File: config.mk
export PLATFORM = sky130hd
export DESIGN_NAME = cpl_reassembler
export DESIGN_NICKNAME = d
export VERILOG_FILES = /design/src/rtl/cra_pkg.sv /design/src/rtl/cra_tag_table.sv /design/src/rtl/cra_cpl_tracker.sv /design/src/rtl/cpl_reassembler.sv
export SDC_FILE = /design/constraint.sdc
export NUM_CORES = 1
export LEC_CHECK = 0
export CAP_MARGIN = 10
export CORE_MARGIN = 5
export CORE_UTILIZATION = 45
export CTS_CLUSTER_SIZE = 20
export DETAILED_ROUTE_END_ITERATION = 10
export PLACE_DENSITY_LB_ADDON = 0.05
export RECOVER_POWER = 25
export SYNTH_ARGS = -nofsm -noshare
export SYNTH_HDL_FRONTEND = slang
export SYNTH_HIERARCHICAL = 1
export SYNTH_SLANG_ARGS = --single-unit
File: constraint.sdc
create_clock -name clk -period 3.5 [get_ports clk]
set_input_delay 0.7 -clock clk [delete_from_list [all_inputs] [get_ports clk]]
set_output_delay 0.7 -clock clk [all_outputs]
set_load 0.05 [all_outputs]
File: src/rtl/cra_pkg.sv
package cra_pkg;
   typedef enum logic [1:0] {
      HV_ACCEPT  = 2'd0,
      HV_BADADDR = 2'd1,
      HV_OVERRUN = 2'd2
   } hdr_verdict_e;
endpackage

File: src/rtl/cra_tag_table.sv
module cra_tag_table #(
   parameter int TAG_W  = 3,
   parameter int ADDR_W = 10,
   parameter int LEN_W  = 10,
   parameter int BUF_AW = 8
) (
   input  logic              clk,
   input  logic              rst_n,
   input  logic              ld_en,
   input  logic [TAG_W-1:0]  ld_tag,
   input  logic [ADDR_W-1:0] ld_addr,
   input  logic [LEN_W-1:0]  ld_len,
   input  logic [BUF_AW-1:0] ld_base,
   input  logic              adv_en,
   input  logic [TAG_W-1:0]  adv_tag,
   input  logic [TAG_W-1:0]  qa_tag,
   output logic              qa_act,
   output logic [ADDR_W-1:0] qa_next,
   output logic [LEN_W-1:0]  qa_rem,
   input  logic [TAG_W-1:0]  qb_tag,
   output logic              qb_act,
   output logic [BUF_AW-1:0] qb_wptr,
   output logic [LEN_W-1:0]  qb_rem
);
   localparam int NTAG = 1 << TAG_W;

   if (TAG_W < 1 || TAG_W > 8) begin : g_bad_tag_w
      $error("cra_tag_table: TAG_W must lie in 1..8");
   end
   if (LEN_W < 1 || ADDR_W < 1 || BUF_AW < 1) begin : g_bad_widths
      $error("cra_tag_table: widths must be positive");
   end

   logic [NTAG-1:0]             act_all;
   logic [NTAG-1:0][ADDR_W-1:0] next_all;
   logic [NTAG-1:0][LEN_W-1:0]  rem_all;
   logic [NTAG-1:0][BUF_AW-1:0] wptr_all;

   for (genvar g = 0; g < NTAG; g++) begin : g_tag
      logic              act_q;
      logic [ADDR_W-1:0] next_q;
      logic [LEN_W-1:0]  rem_q;
      logic [BUF_AW-1:0] wptr_q;
      logic              hit_ld, hit_adv;

      assign hit_ld  = ld_en  && (ld_tag  == TAG_W'(g));
      assign hit_adv = adv_en && (adv_tag == TAG_W'(g));

      always_ff @(posedge clk) begin
         if (!rst_n) begin
            act_q  <= 1'b0;
            next_q <= '0;
            rem_q  <= '0;
            wptr_q <= '0;
         end else if (hit_ld) begin
            act_q  <= (ld_len != '0);
            next_q <= ld_addr;
            rem_q  <= ld_len;
            wptr_q <= ld_base;
         end else if (hit_adv) begin
            act_q  <= (rem_q != LEN_W'(1));
            next_q <= next_q + ADDR_W'(1);
            rem_q  <= rem_q - LEN_W'(1);
            wptr_q <= wptr_q + BUF_AW'(1);
         end
      end

      assign act_all[g]  = act_q;
      assign next_all[g] = next_q;
      assign rem_all[g]  = rem_q;
      assign wptr_all[g] = wptr_q;
   end

   assign qa_act  = act_all[qa_tag];
   assign qa_next = next_all[qa_tag];
   assign qa_rem  = rem_all[qa_tag];
   assign qb_act  = act_all[qb_tag];
   assign qb_wptr = wptr_all[qb_tag];
   assign qb_rem  = rem_all[qb_tag];

   // an advance never reaches a tag that owes nothing
   p_no_overflow_r7: assert property (@(posedge clk) disable iff (!rst_n)
      adv_en |-> (act_all[adv_tag] && rem_all[adv_tag] != '0));

   // an active tag whose last dword is written is inactive afterwards
   p_free_on_last_r5: assert property (@(posedge clk) disable iff (!rst_n)
      (adv_en && !ld_en && rem_all[adv_tag] == LEN_W'(1)) |=> !act_all[$past(adv_tag)]);
endmodule

File: src/rtl/cra_cpl_tracker.sv
module cra_cpl_tracker
   import cra_pkg::*;
#(
   parameter int TAG_W  = 3,
   parameter int ADDR_W = 10,
   parameter int LEN_W  = 10,
   parameter int BUF_AW = 8,
   parameter int DATA_W = 32
) (
   input  logic              clk,
   input  logic              rst_n,
   input  logic              hdr_valid,
   input  logic [TAG_W-1:0]  hdr_tag,
   input  logic [ADDR_W-1:0] hdr_addr,
   input  logic [LEN_W-1:0]  hdr_dw,
   input  logic              pl_valid,
   input  logic [DATA_W-1:0] pl_data,
   input  logic              qa_act,
   input  logic [ADDR_W-1:0] qa_next,
   input  logic [LEN_W-1:0]  qa_rem,
   output logic [TAG_W-1:0]  cur_tag,
   input  logic              qb_act,
   input  logic [BUF_AW-1:0] qb_wptr,
   input  logic [LEN_W-1:0]  qb_rem,
   output logic              adv_en,
   output logic              buf_we,
   output logic [BUF_AW-1:0] buf_addr,
   output logic [DATA_W-1:0] buf_data,
   output logic              done_valid,
   output logic [TAG_W-1:0]  done_tag,
   output logic              err_addr,
   output logic              err_ovf
);
   logic [TAG_W-1:0] tag_q;
   logic [LEN_W-1:0] left_q;
   logic             drop_q;
   logic             hdr_take, pl_take, write_ok;
   hdr_verdict_e     verdict;

   assign hdr_take = hdr_valid && (left_q == '0);
   assign pl_take  = pl_valid && (left_q != '0);

   always_comb begin
      if (!qa_act || hdr_addr != qa_next) verdict = HV_BADADDR;
      else if (hdr_dw > qa_rem)           verdict = HV_OVERRUN;
      else                                verdict = HV_ACCEPT;
   end

   assign write_ok = pl_take && !drop_q && qb_act;
   assign adv_en   = write_ok;
   assign cur_tag  = tag_q;

   always_ff @(posedge clk) begin
      if (!rst_n) begin
         tag_q    <= '0;
         left_q   <= '0;
         drop_q   <= 1'b0;
         err_addr <= 1'b0;
         err_ovf  <= 1'b0;
      end else if (hdr_take) begin
         tag_q  <= hdr_tag;
         left_q <= hdr_dw;
         drop_q <= (verdict == HV_BADADDR);
         if (verdict == HV_BADADDR) err_addr <= 1'b1;
         if (verdict == HV_OVERRUN) err_ovf  <= 1'b1;
      end else if (pl_take) begin
         left_q <= left_q - LEN_W'(1);
      end
   end

   always_ff @(posedge clk) begin
      if (!rst_n) begin
         buf_we     <= 1'b0;
         buf_addr   <= '0;
         buf_data   <= '0;
         done_valid <= 1'b0;
         done_tag   <= '0;
      end else begin
         buf_we     <= write_ok;
         done_valid <= write_ok && (qb_rem == LEN_W'(1));
         if (write_ok) begin
            buf_addr <= qb_wptr;
            buf_data <= pl_data;
            done_tag <= tag_q;
         end
      end
   end

   // error flags never clear outside reset
   p_err_addr_sticky_r9: assert property (@(posedge clk) disable iff (!rst_n)
      err_addr |=> err_addr);
   p_err_ovf_sticky_r9: assert property (@(posedge clk) disable iff (!rst_n)
      err_ovf |=> err_ovf);
   // a dropped completion produces no write
   p_drop_silent_r6: assert property (@(posedge clk) disable iff (!rst_n)
      (drop_q && pl_valid) |=> !buf_we);
   // done lasts one cycle and comes with a write
   p_done_pulse_r5: assert property (@(posedge clk) disable iff (!rst_n)
      done_valid |=> !done_valid);
   p_done_with_write_r5: assert property (@(posedge clk) disable iff (!rst_n)
      done_valid |-> buf_we);
endmodule

File: src/rtl/cpl_reassembler.sv
module cpl_reassembler #(
   parameter int TAG_W  = 3,
   parameter int ADDR_W = 10,
   parameter int LEN_W  = 10,
   parameter int BUF_AW = 8,
   parameter int DATA_W = 32
) (
   input  logic              clk,
   input  logic              rst_n,
   input  logic              req_valid,
   input  logic [TAG_W-1:0]  req_tag,
   input  logic [ADDR_W-1:0] req_addr,
   input  logic [LEN_W-1:0]  req_len,
   input  logic [BUF_AW-1:0] req_base,
   input  logic              hdr_valid,
   input  logic [TAG_W-1:0]  hdr_tag,
   input  logic [ADDR_W-1:0] hdr_addr,
   input  logic [LEN_W-1:0]  hdr_dw,
   input  logic              pl_valid,
   input  logic [DATA_W-1:0] pl_data,
   output logic              buf_we,
   output logic [BUF_AW-1:0] buf_addr,
   output logic [DATA_W-1:0] buf_data,
   output logic              done_valid,
   output logic [TAG_W-1:0]  done_tag,
   output logic              err_addr,
   output logic              err_ovf
);
   if (DATA_W < 1) begin : g_bad_data_w
      $error("cpl_reassembler: DATA_W must be positive");
   end

   logic              qa_act, qb_act, adv_en;
   logic [ADDR_W-1:0] qa_next;
   logic [LEN_W-1:0]  qa_rem, qb_rem;
   logic [BUF_AW-1:0] qb_wptr;
   logic [TAG_W-1:0]  cur_tag;

   cra_tag_table #(
      .TAG_W(TAG_W), .ADDR_W(ADDR_W), .LEN_W(LEN_W), .BUF_AW(BUF_AW)
   ) u_table (
      .clk(clk), .rst_n(rst_n),
      .ld_en(req_valid), .ld_tag(req_tag), .ld_addr(req_addr),
      .ld_len(req_len), .ld_base(req_base),
      .adv_en(adv_en), .adv_tag(cur_tag),
      .qa_tag(hdr_tag), .qa_act(qa_act), .qa_next(qa_next), .qa_rem(qa_rem),
      .qb_tag(cur_tag), .qb_act(qb_act), .qb_wptr(qb_wptr), .qb_rem(qb_rem)
   );

   cra_cpl_tracker #(
      .TAG_W(TAG_W), .ADDR_W(ADDR_W), .LEN_W(LEN_W),
      .BUF_AW(BUF_AW), .DATA_W(DATA_W)
   ) u_track (
      .clk(clk), .rst_n(rst_n),
      .hdr_valid(hdr_valid), .hdr_tag(hdr_tag), .hdr_addr(hdr_addr),
      .hdr_dw(hdr_dw), .pl_valid(pl_valid), .pl_data(pl_data),
      .qa_act(qa_act), .qa_next(qa_next), .qa_rem(qa_rem),
      .cur_tag(cur_tag), .qb_act(qb_act), .qb_wptr(qb_wptr), .qb_rem(qb_rem),
      .adv_en(adv_en), .buf_we(buf_we), .buf_addr(buf_addr),
      .buf_data(buf_data), .done_valid(done_valid), .done_tag(done_tag),
      .err_addr(err_addr), .err_ovf(err_ovf)
   );

   // every buffer write follows an offered payload dword
   p_write_follows_payload_r3: assert property (@(posedge clk) disable iff (!rst_n)
      buf_we |-> $past(pl_valid));
endmodule

## Yosys cells after proc, flatten, opt, wreduce, memory -nomap -nowiden

Index checks and enable logic that the tools add are counted.

| cells by class | value |
|---|---|
| $add $sub $neg | 25 |
| multiply operators | 0 |
| div/mod/pow operators | 0 |
| magnitude comparators | 3 |
| equality and inequality tests | 26 |
| shifts and indexed selects | 0 |
| multiplexer cells | 80 |
| bitwise gates (word level) | 0 |
| reduce and logical (&&, ||, !) cells | 40 |

Operator list:

| operator | count |
|---|---|
| 2-to-1 mux 10 bit | 37 |
| 2-to-1 mux 8 bit | 17 |
| binary-select mux 10 bit (select 3 bit) | 3 |
| subtractor 10 x 1 -> 10 bit, second input constant | 9 |
| adder 10 x 1 -> 10 bit, second input constant | 8 |
| inequality test 10 x 1 -> 1 bit, second input constant | 8 |
| adder 8 x 1 -> 8 bit, second input constant | 8 |
| binary-select mux 8 bit (select 3 bit) | 1 |
| == test 3 bit, second input constant | 8 |
| logical AND 1 bit | 21 |
| nonzero test 10 bit | 2 |
| 2-to-1 mux 1 bit | 18 |
| nonzero test 2 bit | 9 |
| == test 3 x 2 -> 1 bit, second input constant | 4 |
| == test 10 x 1 -> 1 bit, second input constant | 1 |
| > comparator 10 bit | 1 |
| zero test 10 bit | 1 |
| inequality test 10 bit | 1 |
| less-than comparator 3 x 4 -> 1 bit, second input constant | 2 |
| binary-select mux 1 bit (select 3 bit) | 2 |
| == test 3 x 1 -> 1 bit, second input constant | 2 |
| zero test 3 bit | 2 |
| 2-to-1 mux 2 bit | 2 |
| AND reduction 2 bit | 2 |
| 4 further kinds | 5 |

| word-level totals | value |
|---|---|
| register bits after elaboration | 293 |
| bits in latches | 0 |
| bits in writable memories | 0 |
| ROM bits | 0 |
| memories kept | 0 |

## Longest topological paths before layout

Gate-level depths: netlist of run 1.

| logic depth | value |
|---|---|
| depth after elaboration | 7 |
| depth in mapped cells | 14 |

## Hierarchy

The synthesis of run 1 kept the hierarchy.

By module, submodules not included:

| module | instances | cells each | area an instance (µm²) | seq. area each (µm²) |
|---|---|---|---|---|
| cra_tag_table | 1 | 1618 | 14392.6 | 4644.5 |
| cra_cpl_tracker | 1 | 343 | 2862.7 | 1221.2 |

## Worst setup path before layout of run 1

OpenSTA, ideal clock, no wires.

| path | value |
|---|---|
| path kind | register to register |
| start | reg u_track.tag_q[1], in the netlist u_track/cur_tag[1] |
| end | reg u_table.g_tag[0].act_q |
| arrival | 3.274 ns |
| data required time | 3.384 ns |
| slack | 0.110 ns |
| stages on the path, launching flop included | 13 |
| path buffers | 5 |
| period minus slack after synthesis | 3.390 ns |
| path through | dfxtp_1 > buf_2 > clkbuf_1 > mux4_2 > mux2_2 > nor3b_2 > buf_6 > buf_6 > or4b_1 > buf_2 > nor4_1 > a31oi_1 > a31o_2 |

| between the ends | value |
|---|---|
| cells in the longest elaborated chain, start to end | 5 |
| elaborated cells on any way between the ends | 6 |
| those cells by class | mux: 2; reduce/logical: 4 |

Ends and longest elaborated chain:

| element | line | RTL |
|---|---|---|
| start: declaration | cra_cpl_tracker.sv:34 | `logic [TAG_W-1:0] tag_q;` |
| start signal: assignment | cra_cpl_tracker.sv:61 | `tag_q <= hdr_tag;` |
| binary-select mux 1 bit (select 3 bit) | cra_tag_table.sv:77 | `assign qb_act = act_all[qb_tag];` |
| 2-to-1 mux 1 bit (implied by the code) | cra_tag_table.sv:77 |  |
| via qb_act | cpl_reassembler.sv:33 | `logic qa_act, qb_act, adv_en;` |
| logical AND 1 bit | cra_cpl_tracker.sv:49 | `assign write_ok = pl_take && !drop_q && qb_act;` |
| via adv_en | cpl_reassembler.sv:33 |  |
| logical AND 1 bit | cra_tag_table.sv:47 | `assign hit_adv = adv_en && (adv_tag == TAG_W'(g));` |
| nonzero test 2 bit (no source line) | n/a |  |
| end signal: assignment | cra_tag_table.sv:56 | `act_q <= (ld_len != '0);` |
| end signal: assignment | cra_tag_table.sv:61 | `act_q <= (rem_q != LEN_W'(1));` |
| end: declaration | cra_tag_table.sv:40 | `logic act_q;` |

The timed path passes the listed nets, and every way through them passes these cells. The select of a mux whose other input is x is not followed.
A chain may end at the register's enable or synchronous reset.

## Worst setup path in the final report of run 1

| path | value |
|---|---|
| start | reg u_track.left_q[0] |
| end | reg u_table.g_tag[1].act_q |

| between the ends | value |
|---|---|
| cells in the longest elaborated chain, start to end | 6 |

Ends and longest elaborated chain:

| element | line | RTL |
|---|---|---|
| start: declaration | cra_cpl_tracker.sv:35 | `logic [LEN_W-1:0] left_q;` |
| start signal: assignment | cra_cpl_tracker.sv:62 | `left_q <= hdr_dw;` |
| start signal: assignment | cra_cpl_tracker.sv:67 | `left_q <= left_q - LEN_W'(1);` |
| nonzero test 10 bit | cra_cpl_tracker.sv:41 | `assign pl_take = pl_valid && (left_q != '0);` |
| logical AND 1 bit | cra_cpl_tracker.sv:41 |  |
| logical AND 1 bit (2 in a row) | cra_cpl_tracker.sv:49 |  |
| via adv_en | cpl_reassembler.sv:33 |  |
| logical AND 1 bit | cra_tag_table.sv:47 |  |
| nonzero test 2 bit (no source line) | n/a |  |
| end signal: assignment | cra_tag_table.sv:56 |  |
| end signal: assignment | cra_tag_table.sv:61 |  |
| end: declaration | cra_tag_table.sv:40 |  |

The timed path passes the listed nets, and every way through them passes these cells.

==> results of run 1 <==
-- metrics by stage --
step	utilization [%]	setup slack, ps	hold slack, ps
3_5_place_dp	51.10	326.7	441.4
6_report	54.15	521.6	448.9
4_1_cts	54.30	538.4	449.3
3_3_place_gp	51.10	349.5	437.3
2_1_floorplan	-	109.9	455.3
5_1_grt	54.15	337.7	472.7
-- power by group through the flow --
stage               registers (mW)  clock network [mW]  logic, mW
finish                        3.81                3.80       1.88
global route                  3.84                4.03       2.04
detailed placement            3.88                   0       1.91
CTS                           3.81                3.89       1.92
global placement              3.87                   0       1.88
floorplan                     3.89                   0       1.24
-- worst paths after layout --
check,startpoint,to,cells past startpoint
max,u_track/left_q[0]$_SDFFE_PN0P_,u_table/g_tag[1].act_q$_SDFFE_PN0P_,11
min,u_track/buf_addr[3]$_SDFFE_PN0P_,u_track/buf_addr[3]$_SDFFE_PN0P_,2
max reg2reg,u_track/left_q[0]$_SDFFE_PN0P_,u_table/g_tag[1].act_q$_SDFFE_PN0P_,11
min reg2reg,u_track/buf_addr[3]$_SDFFE_PN0P_,u_track/buf_addr[3]$_SDFFE_PN0P_,2
-- sequential cells by signal, indices dropped and copies added (netlist names) --
name / cells
u_track/buf_we: 1
u_table/g_tag.rem_q: 80
u_track/cur_tag: 3
u_track/done_tag: 3
u_track/done_valid: 1
u_track/err_addr: 1
u_track/left_q: 10
u_table/g_tag.next_q: 80
u_track/buf_addr: 8
u_track/drop_q: 1
u_track/buf_data: 32
u_table/g_tag.wptr_q: 64
u_track/err_ovf: 1
u_table/g_tag.act_q: 8
-- worst max-delay path: stages, from the launching register on --
cell and delay, ps:
dfxtp_1 330, inv_1 70, ha_1 250, or4b_1 560
o31ai_4 400, nor3b_4 100, buf_4 200, and4bb_2 340
buf_12 190, o21ai_0 150, a2bb2oi_1 170, nor2_1 50
-- layer usage --
metal	up-vias	wire, µm	global-route usage (%)
li1	7414	-	-
met1	7556	25530	38.18
met2	611	24880	40.34
met3	86	5021	4.823
met4	0	1358	6.725
met5	-	0	0
-- cells in the mapped netlist (all sizes together), types with 4 or more instances --
cell,count
a21boi,9
xnor2,116
nand4b,6
nor2,86
nor4b,7
xor2,79
mux4,80
buf,52
a21oi,187
a311oi,25
nor4,46
nand2,172
clkbuf,103
o21ai,230
dfxtp,293
nor3,50
ha,43
and3,16
o211ai,13
nand4bb,6
or4b,4
or4,16
a211oi,20
nand3,76
a31oi,9
a31o,5
inv,43
nor3b,6
mux2,40
or3,11
nand4,69
-- placed cells by master, fill, tap and decap left out, types with 69 or more instances in the layout --
cell type	count
xor2_1	79
nor2_1	86
nand3_1	76
o21ai_0	225
nand4_1	69
clkdlybuf4s50_1	87
nand2_1	172
dfxtp_1	291
a21oi_1	187
xnor2_1	116
mux4_2	80
-- logic make-up (layout without fill, tap and decap cells) --
| group | Yosys count | count (layout) |
|---|---|---|
| flops | 293 | 293 |
| simple gates | 595 | 595 |
| buf+inv | 198 | 311 |
| fa+ha+maj | 43 | 43 |
| compound gates | 514 | 514 |
| mux | 123 | 123 |
| xor+xnor | 195 | 195 |
-- layout make-up --
| cell class | count | area [µm²] |
|---|---|---|
| fillers | 3494 | 17310 |
| multi-input cells | 1470 | 10550 |
| flip-flops and latches | 293 | 5868 |
| repair buffers | 204 | 2016 |
| clock buffers | 58 | 1116 |
| well taps | 511 | 639.4 |
| inverters | 43 | 161.4 |
| clock inverters | 6 | 91.34 |
==> impl.org, run 1 <==
** Run status
- Result of the run :: finished, final reports clean

** Floorplanning
- The die is 205.8 µm tall.
- Count of boundary I/O pins :: 138
- Die Area :: around 42,000 µm²
- Core area :: about 38,000 µm²
- Initial core utilization :: 45.70%
- The floorplan step set the die width to 205.8 µm.
- Num rows :: 71

** Yosys
- The number of nets in the synthesized netlist is 2,095.
- Of the total synthesized cell area, the portion taken by full adders, half adders and majority gates is about 3.1%.
- The synthesized design spends more area on one cell type than any other, namely dfxtp_1.
- XOR/XNOR Fraction of Synth Area :: approximately a tenth
- Dominant combinational cell family by area after synthesis :: simple AND/OR/NAND/NOR gates
- Most frequently used flop master after synthesis :: dfxtp_1
- In this run, synthesis inferred 0 flip-flops with an integrated enable.
- After synthesis, the share of flip-flops with an asynchronous set or reset is 0%.
- The average instance in the mapped netlist occupies 8.799 µm².
- Post-synth cell types :: 66
- Synthesized netlist cell count :: 1,961
- Total of flip-flops plus latches after synthesis :: about 290
- Cell area after synthesis :: between 15,000 and 20,000 µm²
- Top-area cell type share of the netlist area :: 33.99%
- Sequential cell area fraction in the yosys report :: 33.99%
- During synthesis, Yosys emitted a total of 6 warnings.
- Post-synthesis simple-gate area fraction :: 18.07%
- Multiplexer area fraction after synthesis :: a little over an eighth
- Ranking of synthesized cells by area :: dfxtp_1 34%, mux4_2 10%, o21ai_0 6.1%
- Compound-Gate Fraction of Synth Area :: 16.92%

** Critical path
- Path type of the worst setup path :: reg2reg
- CP arrival :: approximately 3400 ps
- STA classifies the critical path startpoint as a flip-flop.
- Along the worst path, the maximum fanout reaches 15.
- Required time of the critical path :: 3870 ps
- The setup check on the worst reg-to-reg path leaves a slack of between 500 and 600 ps.
- STA classifies the critical path endpoint as a flip-flop.

** Route
- Violation count after the first detailed-routing iteration :: 1,550
- Summing over every cut layer, the via total after detailed routing is ~16,000.
- Once detail routing completed, the nets flagged for antenna violations numbered 0.
- Number of DRC violations after detailed routing :: 0
- The first detailed-routing pass took 6 iterations.
- After detailed routing, the average wire length per cell comes to 21.97 µm.
- Using the TritonRoute via totals, the vias-per-cell ratio works out to 6.061.
- Drt total wl :: 56,790 µm

** Final layout
- The repair_antennas step left the layout with diodes totalling 0.
- Nets@finish :: 2,182
- Layout cell share with drive strength beyond 1 :: about an eighth
- The finished layout holds 2,585 standard cells, fillers aside.
- Syn-to-layout area delta :: 18.48%
- The finished cells cover 20,440 µm².

** STA
- Setup violations remaining at the end of the flow were counted as 0.
- Tightest slew margin relative to the limit :: between 20% and 30%
- Post-route clock period utilization :: between 80 and 90%
- For the final routed database, the setup TNS stands at 0 ps.
- The final max-slew violation count came to 0.
- Timing would allow up to approximately 340 MHz.
- The final-report hold violation count is 0.
- At the pin with the least slew margin, the transition time is 1190 ps.
- Unrepaired setup endpoints after global routing :: false
- Clock Skews :: approximately 13 ps
- Final critical delay including setup and external delays :: a little under 3000 ps

** Pwr
- Power consumption :: 9.484 mW
- Switching Power :: 2.809 mW
- VDD IR max :: 0.3008 mV
- Summed over all cells, the static leakage comes to 6.901 nW.
- Proportion of power drawn by combinational gates :: 19.8%
- Pwr dens :: 463.9 nW/µm²
- In this run, flip-flops and latches consume 40.2% of the power.
- Switching part of the total :: 29.62%
- Cell Int Power :: ~6.7 mW
- Clock group share of total power :: 40.0%

** Global routing
- Vias in the first global route :: ~15,000
- Antenna violations before repair :: 0
- The first global-routing pass estimated 87,700 µm of wire.
- Entering global routing, the biggest net connects 150 pins.
- After global routing the overflow that remains totals 0.
- All-layer global routing usage :: 26.24%

** Clock tree
- Clock network latency to the later pin of the worst-skew pair :: 520 ps
- In this run the number of H-tree levels came out at 2.
- Worst-case clock buffer depth :: 3
- TritonCTS built the clock tree.
- The cell sitting at the root of the clock tree is a clkbuf_16.
- Post-CTS repair changed the size of 0 cells.
- Register clock-pin slew on the reported worst setup and hold paths :: 60 ps
- Number of clock buffers inserted by TritonCTS :: 36
- Postcts setup bufs :: 0
- For this design, the CTS-stage hold fixing added 0 buffers.
- Sinks on Clock Net :: 293

** Placed design
- In this run, placement finished with an instance count of 2,521.
- Area post-placement :: 19,290 µm²
- Final Wtd Congestion :: 0.9159
- Dpl hpwl :: 39,420 µm
- Number of buffer cells added on primary ports :: ~140

** Job
- Max-cap violations in this run came to 0.

** Hold path
- The worst hold path belongs to the class reg2reg.
Power figures use the tool's default switching activity.
==> inputs of run 2 (changes only) <==
--- a/config.mk
+++ b/config.mk
@@ -7,7 +7,7 @@
 export LEC_CHECK = 0
 export CAP_MARGIN = 10
 export CORE_MARGIN = 5
-export CORE_UTILIZATION = 45
+export CORE_UTILIZATION = 50
 export CTS_CLUSTER_SIZE = 20
 export DETAILED_ROUTE_END_ITERATION = 10
 export PLACE_DENSITY_LB_ADDON = 0.05
==> constraint.sdc (replaced) <==
create_clock -name clk -period 3.5 [get_ports clk]
set_input_delay 0.35 -clock clk [delete_from_list [all_inputs] [get_ports clk]]
set_output_delay 0.35 -clock clk [all_outputs]
set_load 0.05 [all_outputs]
==> impl.org, run 2 (synthesized netlist as in run 1, its figures left out) <==
** Clock tree
- Counting the buffers created by CTS gives 35.
- Postcts setup bufs :: 0
- TritonCTS built the clock tree.
- The tree built by TritonCTS fans out to approximately 300 sinks.
- Root Driver :: clkbuf_16
- For the worst-skew pair, the clock arrives at the later sink with an insertion delay of about 520 ps.
- Register clock-pin slew on the reported worst setup and hold paths :: roughly 60 ps
- Count of hold buffers inserted by post-cts repair :: 0
- Counting along the longest clock path gives a buffer depth of 3.
- Once the clock tree was built, the resizer swapped 0 gates to a different size.
- The H-tree was split into 2 levels.

** STA
- Number of hold violations in the final report :: 0
- Setup violations remaining at the end of the flow were counted as 0.
- Measured against its own limit, the worst slew margin works out to 29.13%.
- Unrepaired setup endpoints after global routing :: false
- The final max-slew violation count came to 0.
- Setup_tns :: 0 ps
- Post-route clock period utilization :: around nine tenths
- On the final layout, the worst clock skew is 21.19 ps.
- Final critical delay including setup and external delays :: 3167 ps
- Transition at the pin with the smallest max-transition slack :: 1063 ps
- Highest achievable clock rate :: roughly 320 MHz

** Final layout
- Syn-to-layout area delta :: 17.26%
- The finished layout holds between 2,000 and 3,000 standard cells, fillers aside.
- Leaving out fill and tap cells, the most frequent cells in the layout are 291 x dfxtp_1, 223 x o21ai_0, 187 x a21oi_1.
- The largest registers in the layout are u_table/g_tag.next_q x80, u_table/g_tag.rem_q x80, u_table/g_tag.wptr_q x64.
- Of the cells placed in the final design, the portion with a size suffix greater than 1 is 12.89%.
- Nets@finish :: 2,172
- Post-route cell area :: roughly 20,000 µm²
- Most common cell after layout, fill and taps aside :: dfxtp_1
- The layout has 3,068 filler cells.

** Critical path
- R2r worst-path depth :: 7
- Required time of the critical path :: 3860 ps
- In this design, the stage delay of the slowest critical-path cell is between 600 and 700 ps.
- The critical path goes through inv_1 > ha_1 > or4b_4 > nor3_1 > and2_0 > nand2_1 > a21boi_0.
- The number of buffers and inverters on the critical path is 1.
- The most critical setup path has its startpoint at u_track/left_q[0]$_SDFFE_PN0P_.
- Cell count along the critical path :: 7
- The slowest stage of the critical path belongs to the cell and2_0.
- The worst setup path is launched from a flip-flop.
- Of all nets on the critical path, the largest fanout is 12.
- The worst register-to-register path begins at u_track/left_q[0]$_SDFFE_PN0P_.
- Cell family with the largest share of critical-path delay :: simple AND/OR/NAND/NOR gates
- STA classifies the critical path endpoint as a flip-flop.
- For the worst setup path, the data arrival time is roughly 3500 ps.
- The worst setup path is of the reg2reg kind.

** Placed design
- Area post-placement :: 19,080 µm²
- Detailed placement ended at an HPWL of 38,700 µm.
- Cells after DPL :: around 2,500
- Number of buffer cells added on primary ports :: 137
- Routability-driven placement finished with a final weighted congestion of 0.9335.

** Floorplanning
- The core region is around 34,000 µm².
- The initial utilization of the core area, before any placement, comes to 50.32%.
- The die is 195.8 µm tall.
- The floorplan step defined a die boundary enclosing 38,330 µm².
- X dimension of the die :: a little under 200 µm
- Num rows :: 68
- Count of boundary I/O pins :: 138

** Route
- Via/cell ratio :: between 6 and 7
- In this run, the number of DRC markers left after iteration 0 of detailed routing was 1,566.
- For this run, design rule violations remaining after detail routing come to 0.
- In the final routed layout, each cell accounts on average for 22.10 µm.
- Remaining antenna violation count :: 0
- Drt total wl :: 55,700 µm
- Summing over every cut layer, the via total after detailed routing is 15,770.
- Detailed-routing iteration count for the pre-antenna-repair pass :: 5

** Pwr
- Power consumption :: 9.499 mW
- The worst-case IR drop observed on VDD is 0.3500 mV.
- Pwr dens :: 469.5 nW/µm²
- Lkg Pwr :: 6.826 nW

** Global routing
- The number of global-route vias before repair was 14,670.
- Maximum number of pins on one net before global-route repair :: 167
- Global-route wire length before repair :: 86,200 µm
- GRT overflow :: 0
- The initial antenna violation count was 1.
- All-layer global routing usage :: 28.02%

** Hold path
- Number of cells traversed by the worst hold path :: 3
- Min-delay src :: rst_n
- Worst Hold Class :: in2reg

** Job
- Total of max-cap violations :: 0

** Run status
- The run finished with clean final reports.
## run 2: area by class of cell
class / count / area [µm²] / share of cell area (%)
multi-input cells: 1470 / 10570 / 52.26
flip-flops and latches: 293 / 5868 / 29.00
clock inverters: 11 / 176.4 / 0.8719
inverters: 43 / 161.4 / 0.7977
diodes: 1 / 2.502 / 0.01237
repair buffers: 195 / 1851 / 9.146
clock buffers: 52 / 1031 / 5.096
well taps: 455 / 569.3 / 2.814
## run 2: per-stage QoR
stage	worst slack (ps)	util (%)	hold WS, ps
5_1_grt	67.03	59.00	233.8
3_5_place_dp	270.4	55.65	441.9
4_1_cts	322.9	59.17	217.6
6_report	333.1	59.01	238.8
3_3_place_gp	331.0	55.65	436.6
2_1_floorplan	109.9	-	455.3
## run 2: final timing paths
path	endpoint	slack (ps)
worst max-delay path	u_track/cur_tag[1]$_SDFFE_PN0P_	330
worst min-delay path	u_track/left_q[2]$_SDFFE_PN0P_	240
worst max register to register	u_track/cur_tag[1]$_SDFFE_PN0P_	330
worst min register to register	u_track/done_tag[0]$_SDFFE_PN0P_	450
## run 2: routing by layer
layer	track usage, %	part of all wire (%)	up-vias
li1	-	-	7395
met1	39.99	44	7555
met2	43.23	44	711
met3	6.217	9.7	109
met4	7.422	2.6	2
met5	0	0.025	-
## run 2: tightest hold or removal path, stage by stage
cell     delay [ps]
buf_6           190
nand2_1         100
nor2_1           30
## run 2: power by group
group | switching, mW | internal (mW)
clock network | 1.48 | 2.34
logic | 1.06 | 0.801
registers | 0.278 | 3.54
total | 2.81 | 6.68
